## config.mk

```make
export PLATFORM = sky130hd
export DESIGN_NAME = sync_pol_monitor
export DESIGN_NICKNAME = d
export VERILOG_FILES = /design/src/rtl/smon_pkg.sv /design/src/rtl/smon_sync2.sv /design/src/rtl/smon_chan.sv /design/src/rtl/smon_irq.sv /design/src/rtl/sync_pol_monitor.sv
export SDC_FILE = /design/constraint.sdc
export NUM_CORES = 1
export LEC_CHECK = 0
export BUFFER_PORTS_ARGS = -buffer_cell sky130_fd_sc_hd__clkbuf_2
export CORE_ASPECT_RATIO = 1.75
export CORE_UTILIZATION = 67
export DETAILED_ROUTE_END_ITERATION = 7
export PLACE_DENSITY_LB_ADDON = 0.3
export SYNTH_ARGS = -nofsm -noshare
export SYNTH_HDL_FRONTEND = slang
export SYNTH_SLANG_ARGS = --single-unit
```

## constraint.sdc

```tcl
create_clock -name clk -period 4.94 [get_ports clk]
set_input_delay 1.482 -clock clk [delete_from_list [all_inputs] [get_ports clk]]
set_output_delay 1.482 -clock clk [all_outputs]
set_load 0.01 [all_outputs]
```

## src/rtl/smon_pkg.sv

```systemverilog
`timescale 1ns/1ps
package smon_pkg;
  localparam int NUM_SYNC = 2;
  localparam int NUM_EVT  = 3 * NUM_SYNC;
  localparam int CH_H     = 0;
  localparam int CH_V     = 1;

  // event kinds; the flag index is kind * NUM_SYNC + channel
  typedef enum logic [1:0] {
    EV_PRES = 2'd0,
    EV_POL  = 2'd1,
    EV_FRQ  = 2'd2
  } evt_kind_e;
endpackage

```

## src/rtl/smon_sync2.sv

```systemverilog
`timescale 1ns/1ps
module smon_sync2 #(
  parameter int W = 1
) (
  input  logic         clk,
  input  logic         rst,
  input  logic [W-1:0] d,
  output logic [W-1:0] q
);
  logic [W-1:0] meta;

  always_ff @(posedge clk) begin
    if (rst) begin
      meta <= '0;
      q    <= '0;
    end else begin
      meta <= d;
      q    <= meta;
    end
  end
endmodule

```

## src/rtl/smon_chan.sv

```systemverilog
`timescale 1ns/1ps
module smon_chan #(
  parameter int CNT_W     = 11,
  parameter int TMO_TICKS = 4,
  parameter int FRQ_TOL   = 2
) (
  input  logic             clk,
  input  logic             rst,
  input  logic             s_in,
  input  logic             tick,
  output logic             pol_o,
  output logic             pres_o,
  output logic             idle_o,
  output logic [CNT_W-1:0] cnt_o,
  output logic             ovf_o,
  output logic             ev_pres_o,
  output logic             ev_pol_o,
  output logic             ev_frq_o
);
  localparam logic [CNT_W-1:0] CMAX  = {CNT_W{1'b1}};
  localparam logic [CNT_W-1:0] CONE  = CNT_W'(1);
  localparam logic [CNT_W-1:0] TOL   = CNT_W'(FRQ_TOL);
  localparam int               TW    = (TMO_TICKS > 1) ? $clog2(TMO_TICKS) : 1;
  localparam logic [TW-1:0]    TLAST = TW'(TMO_TICKS - 1);

  logic             s_d, rise, fall, any_edge, act;
  logic [CNT_W-1:0] hi_cnt, lo_cnt, hi_len, lo_len;
  logic [CNT_W-1:0] per, per_n, diff;
  logic [TW-1:0]    tmo;
  logic             pol_n, pres_n, armed, vld;

  assign rise     = s_in & ~s_d;
  assign fall     = ~s_in & s_d;
  assign any_edge = rise | fall;
  assign pol_n    = (hi_len < lo_len);
  assign act      = pol_o ? rise : fall;
  assign diff     = (per > cnt_o) ? (per - cnt_o) : (cnt_o - per);

  always_comb begin
    pres_n = pres_o;
    if (any_edge)
      pres_n = 1'b1;
    else if (tick && pres_o && (tmo == TLAST))
      pres_n = 1'b0;
  end

  always_comb begin
    if (act)
      per_n = CONE;
    else if (per == CMAX)
      per_n = CMAX;
    else
      per_n = per + CONE;
  end

  // phase length measurement and polarity
  always_ff @(posedge clk) begin
    if (rst) begin
      s_d      <= 1'b0;
      hi_cnt   <= '0;
      lo_cnt   <= '0;
      hi_len   <= '0;
      lo_len   <= '0;
      pol_o    <= 1'b0;
      ev_pol_o <= 1'b0;
    end else begin
      s_d <= s_in;
      if (fall) begin
        hi_len <= hi_cnt;
        hi_cnt <= '0;
      end else if (s_in && hi_cnt != CMAX) begin
        hi_cnt <= hi_cnt + CONE;
      end
      if (rise) begin
        lo_len <= lo_cnt;
        lo_cnt <= '0;
      end else if (!s_in && lo_cnt != CMAX) begin
        lo_cnt <= lo_cnt + CONE;
      end
      pol_o    <= pol_n;
      ev_pol_o <= pol_n ^ pol_o;
    end
  end

  // presence timeout and idle level
  always_ff @(posedge clk) begin
    if (rst) begin
      pres_o    <= 1'b0;
      ev_pres_o <= 1'b0;
      tmo       <= '0;
      idle_o    <= 1'b0;
    end else begin
      pres_o    <= pres_n;
      ev_pres_o <= pres_n ^ pres_o;
      if (any_edge)
        tmo <= '0;
      else if (tick && pres_o && tmo != TLAST)
        tmo <= tmo + 1'b1;
      if (!pres_n)
        idle_o <= s_in;
    end
  end

  // period measurement, overflow and change detection
  always_ff @(posedge clk) begin
    if (rst) begin
      per      <= '0;
      cnt_o    <= '0;
      ovf_o    <= 1'b0;
      armed    <= 1'b0;
      vld      <= 1'b0;
      ev_frq_o <= 1'b0;
    end else begin
      per      <= per_n;
      ovf_o    <= (per_n == CMAX);
      ev_frq_o <= 1'b0;
      if (!pres_n) begin
        armed <= 1'b0;
        vld   <= 1'b0;
      end else if (act) begin
        armed <= 1'b1;
        if (armed) begin
          cnt_o    <= per;
          vld      <= 1'b1;
          ev_frq_o <= vld && (diff > TOL);
        end
      end
    end
  end

  assert_pres_drop_R3: assert property (@(posedge clk) disable iff (rst)
    $fell(pres_o) |-> $past(tick));
  assert_pres_back_R3: assert property (@(posedge clk) disable iff (rst)
    $rose(pres_o) |-> $past(any_edge));
  assert_ovf_clear_R6: assert property (@(posedge clk) disable iff (rst)
    $fell(ovf_o) |-> $past(act));
  assert_cnt_hold_R5: assert property (@(posedge clk) disable iff (rst)
    !$past(act) |-> $stable(cnt_o));
endmodule

```

## src/rtl/smon_irq.sv

```systemverilog
`timescale 1ns/1ps
module smon_irq #(
  parameter int N = 6
) (
  input  logic         clk,
  input  logic         rst,
  input  logic [N-1:0] evt,
  input  logic         en_wr,
  input  logic [N-1:0] en_wdata,
  input  logic         clr_wr,
  input  logic [N-1:0] clr_wdata,
  output logic [N-1:0] flags_o,
  output logic [N-1:0] en_o,
  output logic         irq_o
);
  logic [N-1:0] clr_mask, flags_n, en_n;

  assign clr_mask = clr_wr ? clr_wdata : '0;
  assign flags_n  = (flags_o & ~clr_mask) | evt;
  assign en_n     = en_wr ? en_wdata : en_o;

  always_ff @(posedge clk) begin
    if (rst) begin
      flags_o <= '0;
      en_o    <= '0;
      irq_o   <= 1'b0;
    end else begin
      flags_o <= flags_n;
      en_o    <= en_n;
      irq_o   <= |(flags_n & en_n);
    end
  end

  assert_set_wins_R9: assert property (@(posedge clk) disable iff (rst)
    (|evt) |=> ((flags_o & $past(evt)) == $past(evt)));
  assert_sticky_R9: assert property (@(posedge clk) disable iff (rst)
    (($past(flags_o) & ~$past(clr_mask) & ~flags_o) == '0));
  assert_irq_cause_R10: assert property (@(posedge clk) disable iff (rst)
    $rose(irq_o) |-> ($past(|evt) || $past(en_wr)));
endmodule

```

## src/rtl/sync_pol_monitor.sv

```systemverilog
`timescale 1ns/1ps
module sync_pol_monitor
  import smon_pkg::*;
#(
  parameter int CNT_W     = 11,
  parameter int TMO_TICKS = 4,
  parameter int FRQ_TOL   = 2
) (
  input  logic               clk,
  input  logic               rst,
  input  logic               hsync_in,
  input  logic               vsync_in,
  input  logic               tick,
  input  logic               en_wr,
  input  logic [NUM_EVT-1:0] en_wdata,
  input  logic               clr_wr,
  input  logic [NUM_EVT-1:0] clr_wdata,
  output logic [NUM_EVT-1:0] status,
  output logic [CNT_W-9:0]   hcnt_hi,
  output logic [7:0]         hcnt_lo,
  output logic               h_ovf,
  output logic [NUM_EVT-1:0] flags,
  output logic [NUM_EVT-1:0] irq_en,
  output logic               irq
);
  logic [NUM_SYNC-1:0] s_sync;
  logic [NUM_SYNC-1:0] ch_pol, ch_pres, ch_idle, ch_ovf;
  logic [NUM_SYNC-1:0] ev_pres, ev_pol, ev_frq;
  logic [CNT_W-1:0]    ch_cnt [NUM_SYNC];
  logic [NUM_EVT-1:0]  evt;

  smon_sync2 #(.W(NUM_SYNC)) u_sync (
    .clk (clk),
    .rst (rst),
    .d   ({vsync_in, hsync_in}),
    .q   (s_sync)
  );

  for (genvar i = 0; i < NUM_SYNC; i++) begin : g_chan
    localparam int B_PRES = int'(EV_PRES) * NUM_SYNC + i;
    localparam int B_POL  = int'(EV_POL)  * NUM_SYNC + i;
    localparam int B_FRQ  = int'(EV_FRQ)  * NUM_SYNC + i;

    smon_chan #(
      .CNT_W     (CNT_W),
      .TMO_TICKS (TMO_TICKS),
      .FRQ_TOL   (FRQ_TOL)
    ) u_chan (
      .clk       (clk),
      .rst       (rst),
      .s_in      (s_sync[i]),
      .tick      (tick),
      .pol_o     (ch_pol[i]),
      .pres_o    (ch_pres[i]),
      .idle_o    (ch_idle[i]),
      .cnt_o     (ch_cnt[i]),
      .ovf_o     (ch_ovf[i]),
      .ev_pres_o (ev_pres[i]),
      .ev_pol_o  (ev_pol[i]),
      .ev_frq_o  (ev_frq[i])
    );

    assign evt[B_PRES] = ev_pres[i];
    assign evt[B_POL]  = ev_pol[i];
    assign evt[B_FRQ]  = ev_frq[i];

    assert_ovf_rise_R6: assert property (@(posedge clk) disable iff (rst)
      $rose(ch_ovf[i]) |-> $stable(ch_cnt[i]));
  end

  smon_irq #(.N(NUM_EVT)) u_irq (
    .clk       (clk),
    .rst       (rst),
    .evt       (evt),
    .en_wr     (en_wr),
    .en_wdata  (en_wdata),
    .clr_wr    (clr_wr),
    .clr_wdata (clr_wdata),
    .flags_o   (flags),
    .en_o      (irq_en),
    .irq_o     (irq)
  );

  assign status  = {ch_idle, ch_pres, ch_pol};
  assign hcnt_hi = ch_cnt[CH_H][CNT_W-1:8];
  assign hcnt_lo = ch_cnt[CH_H][7:0];
  assign h_ovf   = ch_ovf[CH_H];
endmodule

```

==> flow_metrics.tcl <==
set metrics [dict create \
    synth_top_flop_cell "dfxtp_1" \
    switching_share_pct 23.7 \
    die_h_um 159 \
    instances_no_fill 1317 \
    synth-warning-count 0 \
    startpoint_type_of_the_worst_setup_path "register" \
    layout.cells.most_common_list "dfxtp_1 (172), nor2_1 (171), a21oi_1 (112)" \
    cell_area_after_synthesis_um2 9430 \
    post_cts.repair.setup_buffers 0 \
    crit_start "g_chan[1].u_chan.per[0]" \
    n_fill_cell 1054 \
    power.leakage_nw 4.04 \
    clk_latency_ns 0.42 \
    dpl-instance-area_um2 9570 \
    flop_pwr_share_pct 46.5 \
    routed_wire_length_um 20200 \
    antenna_nets_post_route 0 \
    critical-path-max-stage-delay_ns 0.53 \
    cts.sink_count 172 \
    maximum_number_of_pins_on_one_net_before_global_route_repair 67 \
    placedCellCount 1286 \
    combPwrFrac_pct 9.2 \
    grt_pass1_wl_um 33300 \
    worst_path_clk_slew_ns 0.06 \
    cts-htree-levels 4 \
    place.gp.congestion 0.945 \
    final_common_cell "dfxtp_1" \
    design_area_um2 10200 \
    post_synth_inst_count 1116 \
    preCtsSetupSlack_ns 1.89 \
    ff2ff_setup_slack_ns 2.02 \
    report.final.hold_viol_count 0 \
    final_net_count 1225 \
    cts.root.buffer_cell "clkbuf_16" \
    final_core_utilization_pct 73.5 \
    max_cap_viol_count 0 \
    first_global_vias 7443 \
    layout_cell_share_with_drive_strength_beyond_1_pct 9.65 \
    synth.yosys.seq_area_share_pct 36.5 \
    io_buffer_count 49 \
    whs_ns 0.438 \
    slew_at_the_pin_closest_to_its_max_slew_limit_ns 0.811 \
    critPathRequiredTime_ns 5.21 \
    timing.rr.end "g_chan[1].u_chan.ev_frq_o" \
    power_per_cell_area_nw_per_um2 303 \
    worst-r2r-cell-count 11 \
    clock_buffer_count_from_cts 17 \
    hold_buffers 0 \
    core-area_um2 13800 \
    ys_ff_latch 172 \
    postSynthNetCount 1213 \
    synth_edf_count 0 \
    floorplan.initialDensity_pct 68.1 \
    timing.setup.tns_ns 0 \
    initial_detailed_routing_violation_count 258 \
    crit_end "g_chan[1].u_chan.ev_frq_o" \
    r2r-start "g_chan[1].u_chan.per[0]" \
    slew_viol_final 0 \
    clockPowerShare_pct 44.3 \
    fin_ws_ns 2.02 \
    maximum_achievable_frequency_ghz 0.342 \
    cts_tree "built" \
    cts_resized 0 \
    die-area_um2 14600 \
    outcome "finished, final reports clean" \
    grt_remaining_overflow 0 \
    ios 50 \
    place.detailed.hpwl_um 14600 \
    route.detailed.vias_per_inst 5.83 \
    antenna_found_initial 0 \
    post_drt_wl_per_cell_um 15.4 \
    max-clock-path-buffers 2 \
    crit_path_cells "inv_1 > ha_1 > fa_1 > nor2b_1 > o21a_2 > o21a_1 > o21ai_0 > nor4b_1 > or4_1 > o41ai_2 > a2111oi_1" \
    worst_slew_margin_rel_pct 45.8 \
    placement_rows 57 \
    layout_min_cycle_time_ns 2.92 \
    drt-pass1-iter-count 5 \
    postSynth.asyncResetShare_pct 0 \
    track_usage_pct 28.4 \
    num_antenna_cells 0 \
    crit_path_max_fanout 5 \
    crit_type "reg2reg" \
    fin_total_pwr_mw 3.09 \
    cell_type_of_the_slowest_stage_on_the_worst_timing_path "or4_1" \
    power.net_switching_mw 0.731 \
    cp_data_arrival_time_ns 3.19 \
    power.ir.vdd_worst_mv 0.247 \
    flow.area_growth_from_synthesis_pct 7.95 \
    holdCritPathClass "reg2reg" \
    number_of_vias_after_detailed_routing 7679 \
    synth_area_per_cell_um2 8.45 \
    cell_internal_pwr_mw 2.35 \
    ys_types 73 \
    clock-skew-final_ns 0.0108 \
    grt_setup_unrepaired "no" \
    die_w_um 91.7 \
    min_period_over_period_pct 59.1 \
    crit_path_end_kind "register" \
    remaining_drc_errors 0 \
    setup-violations-final 0 \
]
[sequential cells by signal (all words and copies together) (netlist names)]
register and flops:
g_chan.u_chan.vld 2, g_chan.u_chan.idle_o 2, g_chan.u_chan.hi_len 22, g_chan.u_chan.pol_o 2, u_sync.meta 2, g_chan.u_chan.hi_cnt 22, g_chan.u_chan.ev_frq_o 2, g_chan.u_chan.ovf_o 1
g_chan.u_chan.lo_len 22, g_chan.u_chan.tmo 4, g_chan.u_chan.per 22, g_chan.u_chan.armed 2, g_chan.u_chan.s_d 2, u_irq.en_o 6, g_chan.u_chan.ev_pol_o 2, u_irq.irq_o 1
u_sync.q 2, g_chan.u_chan.lo_cnt 22, u_irq.flags_o 6, g_chan.u_chan.cnt_o 22, g_chan.u_chan.pres_o 2, g_chan.u_chan.ev_pres_o 2
[synthesized netlist by cell type (all sizes together), types with 3 or more instances]
| master | count | share of area, % |
|---|---|---|
| o211ai | 4 | 0.32 |
| dfxtp | 172 | 37 |
| clkbuf | 29 | 1.6 |
| a21oi | 113 | 6.0 |
| nand2b | 14 | 0.93 |
| fa | 4 | 0.85 |
| nor2 | 171 | 6.8 |
| mux2 | 3 | 0.36 |
| o22ai | 8 | 0.53 |
| mux2i | 62 | 6.6 |
| o32ai | 3 | 0.28 |
| inv | 86 | 3.4 |
| a211oi | 3 | 0.24 |
| a2111oi | 4 | 0.45 |
| a21o | 9 | 0.72 |
| xnor2 | 36 | 3.3 |
| buf | 29 | 2.0 |
| xor2 | 21 | 2.0 |
| nor3 | 18 | 0.96 |
| o2111ai | 3 | 0.28 |
| nand4 | 23 | 1.7 |
| and2 | 5 | 0.33 |
| a31oi | 3 | 0.20 |
| and3 | 12 | 0.85 |
| nor2b | 14 | 0.93 |
| nand2 | 52 | 2.1 |
| o21bai | 4 | 0.32 |
| nand3 | 34 | 1.9 |
| o21ai | 34 | 1.8 |
| or3 | 12 | 0.85 |
| nor4 | 4 | 0.27 |
| o31ai | 3 | 0.24 |
| or2 | 12 | 0.80 |
| o21a | 6 | 0.49 |
| ha | 74 | 9.8 |
[cells by family (layout without fill, tap and decap cells)]
logic type,Yosys count,after routing,synth area share [%]
flip-flops,172,172,36.5
XOR/XNOR,57,57,5.30
AO/OA/AOI/OAI,219,219,14.3
multiplexers,65,65,6.94
buffers and inverters,144,168,6.98
adder cells (fa/ha/maj),78,78,10.7
AND/OR/NAND/NOR,381,381,19.2
[power groups by stage]
stage / clock (mW) / combinational (mW) / sequential (mW)
final: 1.37 / 0.283 / 1.43
after global placement: 0 / 0.272 / 1.46
after global routing: 1.43 / 0.311 / 1.44
after floorplan: 0 / 0.216 / 1.46
after CTS: 1.38 / 0.281 / 1.43
after detailed placement: 0 / 0.279 / 1.47
[worst min path at each step]
stage | startpoint | end | slack (ns) | cells after the start
2_1_floorplan | u_sync.meta[0] | u_sync.q[0] | 0.41 | 1
3_3_place_gp | u_sync.meta[0] | u_sync.q[0] | 0.42 | 1
3_5_place_dp | u_sync.meta[1] | u_sync.q[1] | 0.43 | 1
4_1_cts | u_sync.meta[1] | u_sync.q[1] | 0.44 | 1
5_1_grt | u_sync.meta[0] | u_sync.q[0] | 0.46 | 1
6_report | u_sync.meta[1] | u_sync.q[1] | 0.44 | 1
[layout make-up]
type | count | area [um2] | share of cell area (%)
Timing Repair Buffer | 51 | 263 | 2.58
Clock buffer | 21 | 460 | 4.53
Multi-Input combinational cell | 800 | 5320 | 52.3
Inverter | 86 | 323 | 3.17
Sequential cell | 172 | 3440 | 33.8
Clock inverter | 10 | 140 | 1.38
Tap cell | 177 | 221 | 2.18
[layer usage]
metal	up-vias	part of all wire, %	GRT usage, %
met2	182	52	52.9
met5	-	0	0
li1	3843	-	-
met3	64	3.4	5.65
met4	0	4.1	13.9
met1	3590	40	29.7
[worst max-delay path, delay by kind of cell (launching register included)]
family,cells,cell delay [ns]
DFF,1,0.37
and+or+nand+nor,3,0.86
buffers and inverters,1,0.09
adders and majority gates,2,0.61
AOI/OAI and AO/OA,5,0.84
(Power assumes the default switching activity.)
